## src/rtl/mlt_partner.sv

```systemverilog
// Partner address formation, region containment and mask stepping.
module mlt_partner #(
    parameter int ADDR_W = 12
) (
    input  logic [ADDR_W-1:0] ref_addr,
    input  logic [ADDR_W-1:0] mask,
    input  logic [ADDR_W-1:0] base,
    input  logic [ADDR_W:0]   lim,
    output logic [ADDR_W-1:0] partner,
    output logic [ADDR_W-1:0] next_mask,
    output logic              in_range
);
    always_comb begin
        partner   = ref_addr ^ mask;
        in_range  = (partner >= base) && ({1'b0, partner} < lim);
        next_mask = {mask[ADDR_W-2:0], 1'b0};
    end
endmodule

```

## config.mk

```make
export PLATFORM = sky130hd
export DESIGN_NAME = mlt_partner
export DESIGN_NICKNAME = d
export VERILOG_FILES = /design/src/rtl/mlt_partner.sv
export SDC_FILE = /design/constraint.sdc
export NUM_CORES = 1
export LEC_CHECK = 0
export BUFFER_PORTS_ARGS = -buffer_cell sky130_fd_sc_hd__buf_2
export CORE_MARGIN = 5
export CORE_UTILIZATION = 39
export DETAILED_ROUTE_END_ITERATION = 16
export GPL_ROUTABILITY_DRIVEN = 0
export GPL_TIMING_DRIVEN = 0
export PLACE_DENSITY_LB_ADDON = 0.25
export SLEW_MARGIN = 30
export SYNTH_ARGS = -nofsm -noshare
export SYNTH_HDL_FRONTEND = slang
export SYNTH_SLANG_ARGS = --single-unit
```

## constraint.sdc

```tcl
create_clock -name vclk -period 1.8
set_clock_uncertainty 0.15 [all_clocks]
set_input_delay 0 -clock vclk [all_inputs]
set_output_delay 0 -clock vclk [all_outputs]
set_load 0.005 [all_outputs]
```

==> out/metrics.cfg <==
[grt]
grt.total_usage_pct = 13.8
antenna_found_initial = 0
grt_pass1_wl_um = 3260
grt.overflow.total = 0
largest_net_degree_at_the_start_of_global_routing = 4
grt_pass1_vias = 912

[hold_path]
hp-class = input pin to primary output
holdPathStages = 3
holdPathEnd = next_mask[10]
hold_path.startpoint = mask[9]

[route]
firstDrtPassIters = 2
route.detailed.wl_per_inst_um = 10.8
drt-vias-per-instance = 4.47
via_count = 917
1st_iter_drt_viols = 2
drcViolationCount = 0
wl_um = 2210
antenna_left = 0

[timing]
finalCritPeriodShare_pct = 96.7
grt_setup_unrepaired = yes
final_number_of_hold_violating_endpoints = 0
hold-worst-slack_ps = 118
final-max-slew-violation-count = 0
timing.final.crit_period_ps = 1740
achievable-frequency_mhz = 575
setup_viol_count_final = 0

[layout]
layoutNonFillerInstCount = 205
areaGrowthSynthToFinish_pct = 63.6
finish.instance_area_sq_um = 1270
flops_and_latches = 0
fillers = 183
nets = 252
antenna_cells = 0
final_util_pct = 66.1
drive_above_1_share_pct = 55.1
clockBufferCount = 0
final-seq-area_sq_um = 0

[synth]
yosys.cell_types.count = 22
post_synth.cell_area_avg_sq_um = 7.62
syn_inst = 102
ys_seq_area_share_pct = 0
synth_fp_nets = 174
ys.warnings.count = 0
synthesis.area_sq_um = 777

[power]
ir_drop_uv = 163
finalPower_w = 0.000355
power.density_cell_area_nw_per_um2 = 279
leakage_nw = 0.808

[floorplanning]
chipWidth_um = 54.6
row_count = 16
floorplan.io_pins = 74
design.die.area_sq_um = 2980
die_height_um = 54.6
initial_core_util_pct = 40.4
core_area_sq_um = 1920

[worst_setup_path]
timing.critical_path.from_type = input pin
worst_ep_required_time_ps = 1650
highest_fanout_seen_on_the_critical_path = 2
criticalPathCategory = input pin to primary output
critical_path.endpoint_type = primary output
critical_path_arrival_ps = 1590

[clocking]
hold_buffers = 0

[placed_design]
placement.cell_area_sq_um = 1180
placement.io_buffers = 73
place.detailed.hpwl_um = 1920
placed_cells = 202

[status]
status = completed

[job]
maxCapViolations = 0

## layout by cell type, fill, tap and decap left out
cell,netlist,final
sky130_fd_sc_hd__a2111o_1,1,1
sky130_fd_sc_hd__a2111oi_2,1,1
sky130_fd_sc_hd__a211oi_1,1,1
sky130_fd_sc_hd__a21o_1,4,4
sky130_fd_sc_hd__a21oi_1,7,7
sky130_fd_sc_hd__a41oi_2,0,1
sky130_fd_sc_hd__buf_2,0,71
sky130_fd_sc_hd__buf_4,12,15
sky130_fd_sc_hd__buf_6,0,2
sky130_fd_sc_hd__conb_1,1,1
sky130_fd_sc_hd__ha_1,23,23
sky130_fd_sc_hd__inv_1,23,23
sky130_fd_sc_hd__nand2_1,2,2
sky130_fd_sc_hd__nand2b_1,1,1
sky130_fd_sc_hd__nand3_1,1,1
sky130_fd_sc_hd__nand4_1,3,3
sky130_fd_sc_hd__nand4b_1,1,1
sky130_fd_sc_hd__nor2_1,3,3
sky130_fd_sc_hd__nor3_1,2,2
sky130_fd_sc_hd__o21ai_0,1,1
sky130_fd_sc_hd__o21bai_1,1,1
sky130_fd_sc_hd__o32ai_1,1,1
sky130_fd_sc_hd__xnor2_2,1,1
sky130_fd_sc_hd__xor2_1,11,4
sky130_fd_sc_hd__xor2_2,0,7
## worst max-delay path by stage
stage / from / to / slack (ps) / cells past startpoint
CTS: ref_addr[9] / in_range / 3 / 10
global route: mask[10] / in_range / -40 / 9
floorplan: mask[9] / in_range / 170 / 7
global placement: mask[9] / in_range / -110 / 9
finish: ref_addr[9] / in_range / 60 / 9
detailed placement: mask[9] / in_range / -120 / 9
## through the flow
| stage | worst slack (ps) | setup TNS [ps] |
|---|---|---|
| finish | 59.4 | 0 |
| global route | -41.9 | -41.9 |
| CTS | 3.44 | 0 |
| detailed placement | -119 | -119 |
| global placement | -106 | -106 |
| floorplan | 174 | 0 |
## routing by layer
metal	wire length (um)	GRT usage, %
met1	766	15.2
met2	1230	28.9
met3	213	0.817
met4	0	0.830
met5	0	0
## cell type report
cell class                 instances  area [sq um]  share of cell area [%]
multi-input combinational         67           661                    52.0
timing repair buffer              76           400                    31.5
buffer                            12          90.1                    7.09
inverter                          23          86.3                    6.79
tap                               27          33.8                    2.66
## cells by family after synthesis
kind of cell / count (synthesis) / share of synthesized area (%)
buffers and inverters: 35 / 22.7
AOI/OAI and AO/OA: 18 / 16.6
adders and majority gates: 23 / 37.0
and+or+nand+nor: 13 / 8.70
xor gates and xnor gates: 12 / 14.5
other: 1 / 0.483
## critical path, stage by stage
cell and delay (ps):
sky130_fd_sc_hd__buf_6 100, sky130_fd_sc_hd__xor2_2 170, sky130_fd_sc_hd__ha_1 290, sky130_fd_sc_hd__a21o_1 160, sky130_fd_sc_hd__a21o_1 150, sky130_fd_sc_hd__a2111o_1 370, sky130_fd_sc_hd__a41oi_2 160, sky130_fd_sc_hd__nor3_1 60
sky130_fd_sc_hd__buf_2 130
## repair_timing
item | 4_1_cts | 5_1_grt
setup endpoints to repair | 1 | 1
pin swaps | 7 | 3
setup buffers | 2 | 1
resized for setup | 2 | 8
## synth_stat cells
cell type	instances	share of area [%]
sky130_fd_sc_hd__xor2_1	11	12
sky130_fd_sc_hd__nand2b_1	1	0.81
sky130_fd_sc_hd__a2111o_1	1	1.4
sky130_fd_sc_hd__nand4b_1	1	1.1
sky130_fd_sc_hd__a2111oi_2	1	1.9
sky130_fd_sc_hd__xnor2_2	1	2.1
sky130_fd_sc_hd__nor3_1	2	1.3
sky130_fd_sc_hd__nand4_1	3	2.4
sky130_fd_sc_hd__a21oi_1	7	4.5
sky130_fd_sc_hd__ha_1	23	37
sky130_fd_sc_hd__inv_1	23	11
sky130_fd_sc_hd__o21bai_1	1	0.97
sky130_fd_sc_hd__conb_1	1	0.48
sky130_fd_sc_hd__nand2_1	2	0.97
sky130_fd_sc_hd__a41oi_1	1	1.1
sky130_fd_sc_hd__a211oi_1	1	0.97
sky130_fd_sc_hd__nand3_1	1	0.64
sky130_fd_sc_hd__o32ai_1	1	1.1
sky130_fd_sc_hd__a21o_1	4	3.9
sky130_fd_sc_hd__buf_4	12	12
sky130_fd_sc_hd__o21ai_0	1	0.64
sky130_fd_sc_hd__nor2_1	3	1.4
## where the power goes
| part | internal, W | leakage, nW | switching, W | total [W] |
|---|---|---|---|---|
| clock | 0 | 0 | 0 | 0 |
| combinational | 0.000191 | 0.808 | 0.000163 | 0.000355 |
| sequential | 0 | 0 | 0 | 0 |
| total | 0.000191 | 0.808 | 0.000163 | 0.000355 |
(Power assumes the default switching activity.)
